## config.mk

```make
export PLATFORM = sky130hd
export DESIGN_NAME = hashFeedDma
export DESIGN_NICKNAME = d
export VERILOG_FILES = /design/src/rtl/hashFeedPkg.sv /design/src/rtl/hashFeedCtrl.sv /design/src/rtl/hashFeedPath.sv /design/src/rtl/hashFeedDma.sv
export SDC_FILE = /design/constraint.sdc
export NUM_CORES = 1
export LEC_CHECK = 0
export BUFFER_PORTS_ARGS = -buffer_cell sky130_fd_sc_hd__buf_2
export CORE_AREA = 2 2 178 180
export CTS_BUF_LIST = sky130_fd_sc_hd__clkbuf_16
export DETAILED_ROUTE_END_ITERATION = 12
export DIE_AREA = 0 0 180 182
export PLACE_DENSITY_LB_ADDON = 0.08
export REMOVE_ABC_BUFFERS = 1
export SLEW_MARGIN = 20
export SYNTH_ARGS = -nofsm -noshare
export SYNTH_HDL_FRONTEND = slang
export SYNTH_SLANG_ARGS = --single-unit
```

## constraint.sdc

```tcl
create_clock -name clk -period 7.7 [get_ports clk]
set_input_delay 0.385 -clock clk [delete_from_list [all_inputs] [get_ports clk]]
set_output_delay 0.385 -clock clk [all_outputs]
set_load 0.02 [all_outputs]
```

## src/rtl/hashFeedPkg.sv

```systemverilog
package hashFeedPkg;

  localparam int REG_DW = 32;
  localparam int REG_AW = 3;

  localparam logic [REG_AW-1:0] REG_CMD  = 3'd0;
  localparam logic [REG_AW-1:0] REG_STAT = 3'd1;
  localparam logic [REG_AW-1:0] REG_SRC  = 3'd2;
  localparam logic [REG_AW-1:0] REG_DST  = 3'd3;
  localparam logic [REG_AW-1:0] REG_LEN  = 3'd4;
  localparam logic [REG_AW-1:0] REG_CNT  = 3'd5;
  localparam logic [REG_AW-1:0] REG_QUAL = 3'd6;

  // strobes from the control block to the datapath
  typedef struct packed {
    logic start;
    logic abort;
  } xferCtl_t;

endpackage

```

## src/rtl/hashFeedCtrl.sv

```systemverilog
module hashFeedCtrl
  import hashFeedPkg::*;
#(
  parameter int ADDR_W = 32,
  parameter int LEN_W  = 20
) (
  input  logic              clk,
  input  logic              rstN,
  input  logic              regWrEn,
  input  logic [REG_AW-1:0] regAddr,
  input  logic [REG_DW-1:0] regWdata,
  output logic [REG_DW-1:0] regRdData,
  input  logic              validatorOk,
  input  logic              busy,
  input  logic [LEN_W-1:0]  byteCount,
  output xferCtl_t          ctl,
  output logic [ADDR_W-1:0] srcAddr,
  output logic [ADDR_W-1:0] dstAddr,
  output logic [LEN_W-1:0]  msgLen
);

  logic runBit, resetDone, qualBit;
  logic [ADDR_W-1:0] srcQ, dstQ;
  logic [LEN_W-1:0]  lenQ;
  logic cmdWr, qualWr, qualGrant;

  assign cmdWr     = regWrEn && (regAddr == REG_CMD);
  assign qualWr    = regWrEn && (regAddr == REG_QUAL);
  assign ctl.abort = cmdWr && regWdata[1];
  assign ctl.start = cmdWr && regWdata[0] && !regWdata[1] && !busy;
  assign qualGrant = regWdata[0] && !busy && (byteCount == lenQ) && validatorOk;

  always_ff @(posedge clk or negedge rstN) begin
    if (!rstN) begin
      runBit    <= 1'b0;
      resetDone <= 1'b0;
      qualBit   <= 1'b0;
      srcQ      <= '0;
      dstQ      <= '0;
      lenQ      <= '0;
    end else begin
      if (ctl.abort) begin
        runBit    <= 1'b0;
        resetDone <= 1'b1;
        qualBit   <= 1'b0;
      end else if (ctl.start) begin
        runBit    <= 1'b1;
        resetDone <= 1'b0;
      end
      if (qualWr) qualBit <= qualGrant;
      if (regWrEn && regAddr == REG_SRC) srcQ <= regWdata[ADDR_W-1:0];
      if (regWrEn && regAddr == REG_DST) dstQ <= regWdata[ADDR_W-1:0];
      if (regWrEn && regAddr == REG_LEN) lenQ <= regWdata[LEN_W-1:0];
    end
  end

  always_comb begin
    regRdData = '0;
    case (regAddr)
      REG_CMD:  regRdData[0] = runBit;
      REG_STAT: regRdData[1] = resetDone;
      REG_SRC:  regRdData = REG_DW'(srcQ);
      REG_DST:  regRdData = REG_DW'(dstQ);
      REG_LEN:  regRdData = REG_DW'(lenQ);
      REG_CNT:  regRdData = REG_DW'(byteCount);
      REG_QUAL: regRdData[0] = qualBit;
      default:  regRdData = '0;
    endcase
  end

  assign srcAddr = srcQ;
  assign dstAddr = dstQ;
  assign msgLen  = lenQ;


  qual_gate_chk: assert property (@(posedge clk) disable iff (!rstN)
    $rose(qualBit) |-> $past(validatorOk) && !$past(busy))
    else $error("qualifier set without validation");


  reset_ack_chk: assert property (@(posedge clk) disable iff (!rstN)
    ctl.abort |=> resetDone && !runBit && !qualBit)
    else $error("reset not acknowledged");


  run_clear_chk: assert property (@(posedge clk) disable iff (!rstN)
    ctl.start |=> runBit && !resetDone)
    else $error("run did not clear reset-done");

endmodule

```

## src/rtl/hashFeedPath.sv

```systemverilog
module hashFeedPath
  import hashFeedPkg::*;
#(
  parameter int ADDR_W = 32,
  parameter int LEN_W  = 20,
  parameter int DATA_W = 32
) (
  input  logic                clk,
  input  logic                rstN,
  input  xferCtl_t            ctl,
  input  logic [ADDR_W-1:0]   srcAddr,
  input  logic [ADDR_W-1:0]   dstAddr,
  input  logic [LEN_W-1:0]    msgLen,
  output logic                rdEn,
  output logic [ADDR_W-1:0]   rdAddr,
  input  logic                rdValid,
  input  logic [DATA_W-1:0]   rdData,
  output logic                outValid,
  input  logic                outReady,
  output logic [DATA_W-1:0]   outData,
  output logic [DATA_W/8-1:0] outStrb,
  output logic                outLast,
  output logic                wrEn,
  output logic [ADDR_W-1:0]   wrAddr,
  output logic [DATA_W-1:0]   wrData,
  output logic [DATA_W/8-1:0] wrStrb,
  output logic                busy,
  output logic [LEN_W-1:0]    byteCount
);

  localparam int BYTES = DATA_W / 8;

  logic [ADDR_W-1:0] curSrc, curDst;
  logic [LEN_W-1:0]  curLen, cntQ, remaining, stepBytes;
  logic              busyQ, pendQ, bufValid, lastBeat, accept;
  logic [DATA_W-1:0] bufData;
  logic [BYTES-1:0]  beatStrb;

  assign remaining = curLen - cntQ;
  assign lastBeat  = remaining <= LEN_W'(BYTES);
  assign stepBytes = lastBeat ? remaining : LEN_W'(BYTES);
  assign accept    = bufValid && outReady;

  always_comb begin
    for (int i = 0; i < BYTES; i++) beatStrb[i] = LEN_W'(i) < remaining;
  end

  always_ff @(posedge clk or negedge rstN) begin
    if (!rstN) begin
      curSrc   <= '0;
      curDst   <= '0;
      curLen   <= '0;
      cntQ     <= '0;
      busyQ    <= 1'b0;
      pendQ    <= 1'b0;
      bufValid <= 1'b0;
      bufData  <= '0;
    end else if (ctl.abort) begin
      cntQ     <= '0;
      busyQ    <= 1'b0;
      pendQ    <= 1'b0;
      bufValid <= 1'b0;
    end else if (ctl.start) begin
      curSrc   <= srcAddr;
      curDst   <= dstAddr;
      curLen   <= msgLen;
      cntQ     <= '0;
      busyQ    <= msgLen != '0;
      pendQ    <= 1'b0;
      bufValid <= 1'b0;
    end else if (busyQ) begin
      if (rdEn) pendQ <= 1'b1;
      if (pendQ && rdValid) begin
        bufData  <= rdData;
        bufValid <= 1'b1;
        pendQ    <= 1'b0;
      end
      if (accept) begin
        bufValid <= 1'b0;
        cntQ     <= cntQ + stepBytes;
        if (lastBeat) busyQ <= 1'b0;
      end
    end
  end

  assign rdEn      = busyQ && !pendQ && !bufValid;
  assign rdAddr    = curSrc + ADDR_W'(cntQ);
  assign outValid  = bufValid;
  assign outData   = bufData;
  assign outStrb   = beatStrb;
  assign outLast   = lastBeat;
  assign wrEn      = accept;
  assign wrAddr    = curDst + ADDR_W'(cntQ);
  assign wrData    = bufData;
  assign wrStrb    = beatStrb;
  assign busy      = busyQ;
  assign byteCount = cntQ;


  count_bound_chk: assert property (@(posedge clk) disable iff (!rstN)
    cntQ <= curLen)
    else $error("byte count beyond length");


  hold_stable_chk: assert property (@(posedge clk) disable iff (!rstN)
    outValid && !outReady && !ctl.abort |=> outValid && $stable(outData) && $stable(outStrb) && $stable(cntQ))
    else $error("held beat changed");


  abort_clear_chk: assert property (@(posedge clk) disable iff (!rstN)
    ctl.abort |=> cntQ == '0 && !outValid && !busyQ)
    else $error("abort left state behind");


  last_done_chk: assert property (@(posedge clk) disable iff (!rstN)
    accept && lastBeat && !ctl.abort |=> !busyQ && !outValid)
    else $error("engine busy after last beat");

endmodule

```

## src/rtl/hashFeedDma.sv

```systemverilog
module hashFeedDma
  import hashFeedPkg::*;
#(
  parameter int ADDR_W = 32,
  parameter int LEN_W  = 20,
  parameter int DATA_W = 32
) (
  input  logic                clk,
  input  logic                rstN,
  input  logic                regWrEn,
  input  logic [REG_AW-1:0]   regAddr,
  input  logic [REG_DW-1:0]   regWdata,
  output logic [REG_DW-1:0]   regRdData,
  input  logic                validatorOk,
  output logic                rdEn,
  output logic [ADDR_W-1:0]   rdAddr,
  input  logic                rdValid,
  input  logic [DATA_W-1:0]   rdData,
  output logic                outValid,
  input  logic                outReady,
  output logic [DATA_W-1:0]   outData,
  output logic [DATA_W/8-1:0] outStrb,
  output logic                outLast,
  output logic                wrEn,
  output logic [ADDR_W-1:0]   wrAddr,
  output logic [DATA_W-1:0]   wrData,
  output logic [DATA_W/8-1:0] wrStrb
);

  xferCtl_t          ctl;
  logic              busy;
  logic [LEN_W-1:0]  byteCount, msgLen;
  logic [ADDR_W-1:0] srcAddr, dstAddr;

  hashFeedCtrl #(.ADDR_W(ADDR_W), .LEN_W(LEN_W)) ctrl_i (
    .clk(clk), .rstN(rstN), .regWrEn(regWrEn), .regAddr(regAddr),
    .regWdata(regWdata), .regRdData(regRdData), .validatorOk(validatorOk),
    .busy(busy), .byteCount(byteCount), .ctl(ctl),
    .srcAddr(srcAddr), .dstAddr(dstAddr), .msgLen(msgLen)
  );

  hashFeedPath #(.ADDR_W(ADDR_W), .LEN_W(LEN_W), .DATA_W(DATA_W)) path_i (
    .clk(clk), .rstN(rstN), .ctl(ctl), .srcAddr(srcAddr), .dstAddr(dstAddr),
    .msgLen(msgLen), .rdEn(rdEn), .rdAddr(rdAddr), .rdValid(rdValid),
    .rdData(rdData), .outValid(outValid), .outReady(outReady),
    .outData(outData), .outStrb(outStrb), .outLast(outLast), .wrEn(wrEn),
    .wrAddr(wrAddr), .wrData(wrData), .wrStrb(wrStrb), .busy(busy),
    .byteCount(byteCount)
  );

endmodule

```

==> run summary <==
Seq/Total Area, Yosys: 0.4022
Final setup viols: 0
CP endpoint kind: flip-flop
P&R area growth vs syn: 15.70%
Slew Viols, Final: 0
WL final: 41,030 microns
count leader, synth: dfrtp_1
WL per Instance: 20.87 microns
Worst Setup SP: path_i.byteCount[0]$_DFFE_PN0P_
status: complete, no violations
CTS tree: built
Nets: 1,700
Netlist cell types: 75
R2R setup slack: 0.85 ns
clk slew on worst S/H paths: 0.06 ns
Highest Signal Layer: met5
reg2reg start: path_i.byteCount[0]$_DFFE_PN0P_
DPL Wire Length: 30,020 microns
DRT Pass-1 Iters: 5
DRC viols: 0
R2R cell count: 24
Mapped Cells: 1,334
starting density of the core: 0.4538
multi-input logic area: 7809 sq um
ys flop type: dfrtp_1
EDFF count, synth: 0
worst-path fanout max: 8
vias: 11,134
fin crit period: 6.853 ns
met3 WL: 2473 microns
CP required: 8.13 ns
Top Ports: 245
M1 wire length: 18,400 microns
Clock Skews: 0.009936 ns
max_cap viols: 0
hold depth: 2
hold path startpoint: rdData[28]
dpl ws: 0.8169 ns
post-synth top area cell: dfrtp_1
final global-route overflow total: 0
Peak VDD IR: 0.2499 mV
Ant. Diodes: 0
Die Ht: 182 microns
# fillers: 2,836
Max Buffers Root-to-Sink: 3
post-route setup TNS: 0 ns
die width: 180 microns
Final Hold Vio Count: 0
Std-Cell Rows: 65
Core Box Area: 30,990 sq um
clock root cell: clkbuf_16
Critical Path AT: 7.28 ns
startpoint types: flip-flop
YS warnings: 0
Synth async-reset ratio: 1.000
Met2 Routed Length: 19,110 microns
actual slew at the worst max-slew pin: 0.9415 ns
layout cells sized above 1: 0.3286
antenna viol nets, final: 0
DIE AREA: 32,760 sq um
number of global-route vias before repair: 10,982
Num Clock Sinks: 226
Relative slew margins: 0.3724
first-pass GRT wire length: 63,830 microns
count of input and output buffers: 244
largest net degree at the start of global routing: 98
Crit Path Category: flip-flop to flip-flop
antenna violations before repair: 1
cell leakage power: 8.055 nW
vias per inst: 5.663
clk_lat worst skew: 0.55 ns
CTS Buf Count: 27
final setup slack of the worst path: 0.8475 ns
final RePlAce weighted congestion: 0.8958
total track usage: 0.2473
final period utilization: 0.8899
Commonest cells post-synth: dfrtp_1 (226), mux2_2 (200), nand2_1 (87)
pwr/cell area: 394.5 nW/um^2
Hold Crit Class: input port to flip-flop
setup repair after global routing missed its margin: false
Initial DRC Count: 517
Post-Syn Area: 14,060 sq um
Fmax: 145.9 MHz
Synth Register Bits: 226
register area: 5655 sq um
postcts setup bufs: 0
H-tree levels: 1
Synth top area share: 0.4022
synth top area cells: dfrtp_1 (40%), mux2_2 (16%), ha_1 (6.9%)
average cell area after synthesis: 10.54 sq um
## cell type report
| class | instances | area share |
|---|---|---|
| clock inverters | 20 | 0.006076 |
| flip-flops and latches | 226 | 0.3476 |
| repair buffers | 257 | 0.08183 |
| clock buffers | 27 | 0.04153 |
| well taps | 402 | 0.03092 |
| multi-input cells | 982 | 0.4800 |
| inverters | 52 | 0.01200 |
## power by group
group | internal (mW) | switching [mW] | total (mW) | leakage, nW
clock network | 0.633 | 0.503 | 1.14 | 0.406
registers | 1.52 | 0.386 | 1.91 | 2.83
logic | 1.35 | 2.02 | 3.38 | 4.82
## per-stage QoR
stage / utilization / cell area [sq um] / power [mW] / hold slack, ns / cells
finish: 0.5250 / 16270 / 6.417 / 0.06528 / 1966
global route: 0.5250 / 16270 / 6.854 / 0.06040 / 1966
CTS: 0.5250 / 16270 / 6.433 / 0.04166 / 1966
detailed placement: 0.4997 / 15480 / 5.263 / 0.4754 / 1918
global placement: 0.4995 / 15480 / 5.252 / 0.4782 / 1918
floorplan: - / 13630 / 4.188 / 0.08941 / 1260
## routing by layer
layer / vias to the layer above / global-route usage
li1: 5226 / -
met1: 5484 / 0.3380
met2: 359 / 0.4057
met3: 63 / 0.04733
met4: 2 / 0.06081
met5: - / 0
## cells by family after synthesis
kind of cell	after synthesis	share of synthesized area
AOI/OAI and AO/OA	299	0.1503
and+or+nand+nor	286	0.1009
DFF	226	0.4022
muxes	204	0.1639
buffers and inverters	141	0.04841
xor gates and xnor gates	96	0.05980
adders and majority gates	81	0.07421
other	1	0.0002667
## path summary, 6_finish.rpt
| kind | end |
|---|---|
| setup / recovery | path_i.byteCount[18]$_DFFE_PN0P_ |
| hold / removal | path_i.outData[28]$_DFFE_PN0P_ |
| setup reg to reg | path_i.byteCount[18]$_DFFE_PN0P_ |
| hold reg to reg | ctrl_i.qualBit$_DFFE_PN0P_ |
| max in group asynchronous | path_i.outData[31]$_DFFE_PN0P_ |
| min in group asynchronous | path_i.curLen[8]$_DFFE_PN0P_ |
## registers in the layout, indices dropped and copies added, names as in the netlist
register          flops
ctrl_i.dstAddr       32
ctrl_i.srcAddr       32
path_i.curDst        32
path_i.curSrc        32
path_i.outData       32
ctrl_i.msgLen        20
path_i.byteCount     20
path_i.curLen        20
ctrl_i.qualBit        1
ctrl_i.resetDone      1
ctrl_i.runBit         1
path_i.busy           1
path_i.outValid       1
path_i.pendQ          1
## cell usage in the layout, fill, tap and decap left out, types with 10 or more instances in the layout
cell type  count
conb_1        16
xor2_1        45
nand2b_1      15
and2_1        10
a22o_1        31
nand2_1       86
inv_1         58
nand3_1       22
nor2_1        67
buf_2        243
a31oi_1       14
nor4_1        11
clkbuf_16     27
dfrtp_1      226
a21oi_1       69
a221o_1       20
ha_1          77
o21ai_0       45
and3_1        13
mux2_2       200
xnor2_1       51
buf_4         12
a21o_1        32
o21a_1        13
nor2b_1       14
## what timing repair did
| action | CTS | global route |
|---|---|---|
| hold endpoints to repair | 95 | 0 |
| hold buffers | 1 | 0 |
| resized for setup | 0 | 0 |
| setup endpoints to repair | 0 | 0 |
## critical path, stage by stage, from the launching register on
cell and delay (ns):
dfrtp_1 0.46, ha_1 0.26, fa_1 0.43, xor2_1 0.27
a21oi_1 0.08, or4_1 0.54, a2111oi_0 0.36, nand2_1 0.10
a2111oi_0 0.36, o2111ai_1 0.26, nor4_4 0.53, nand2_1 0.18
ha_1 0.36, a21o_1 0.20, a21o_1 0.20, a21oi_1 0.20
o21ai_0 0.18, a41o_1 0.31, a21o_1 0.18, a21o_1 0.19
a31o_2 0.26, a211o_1 0.31, a31oi_1 0.22, o211ai_1 0.12
o211a_1 0.16
(Power assumes the default switching activity.)
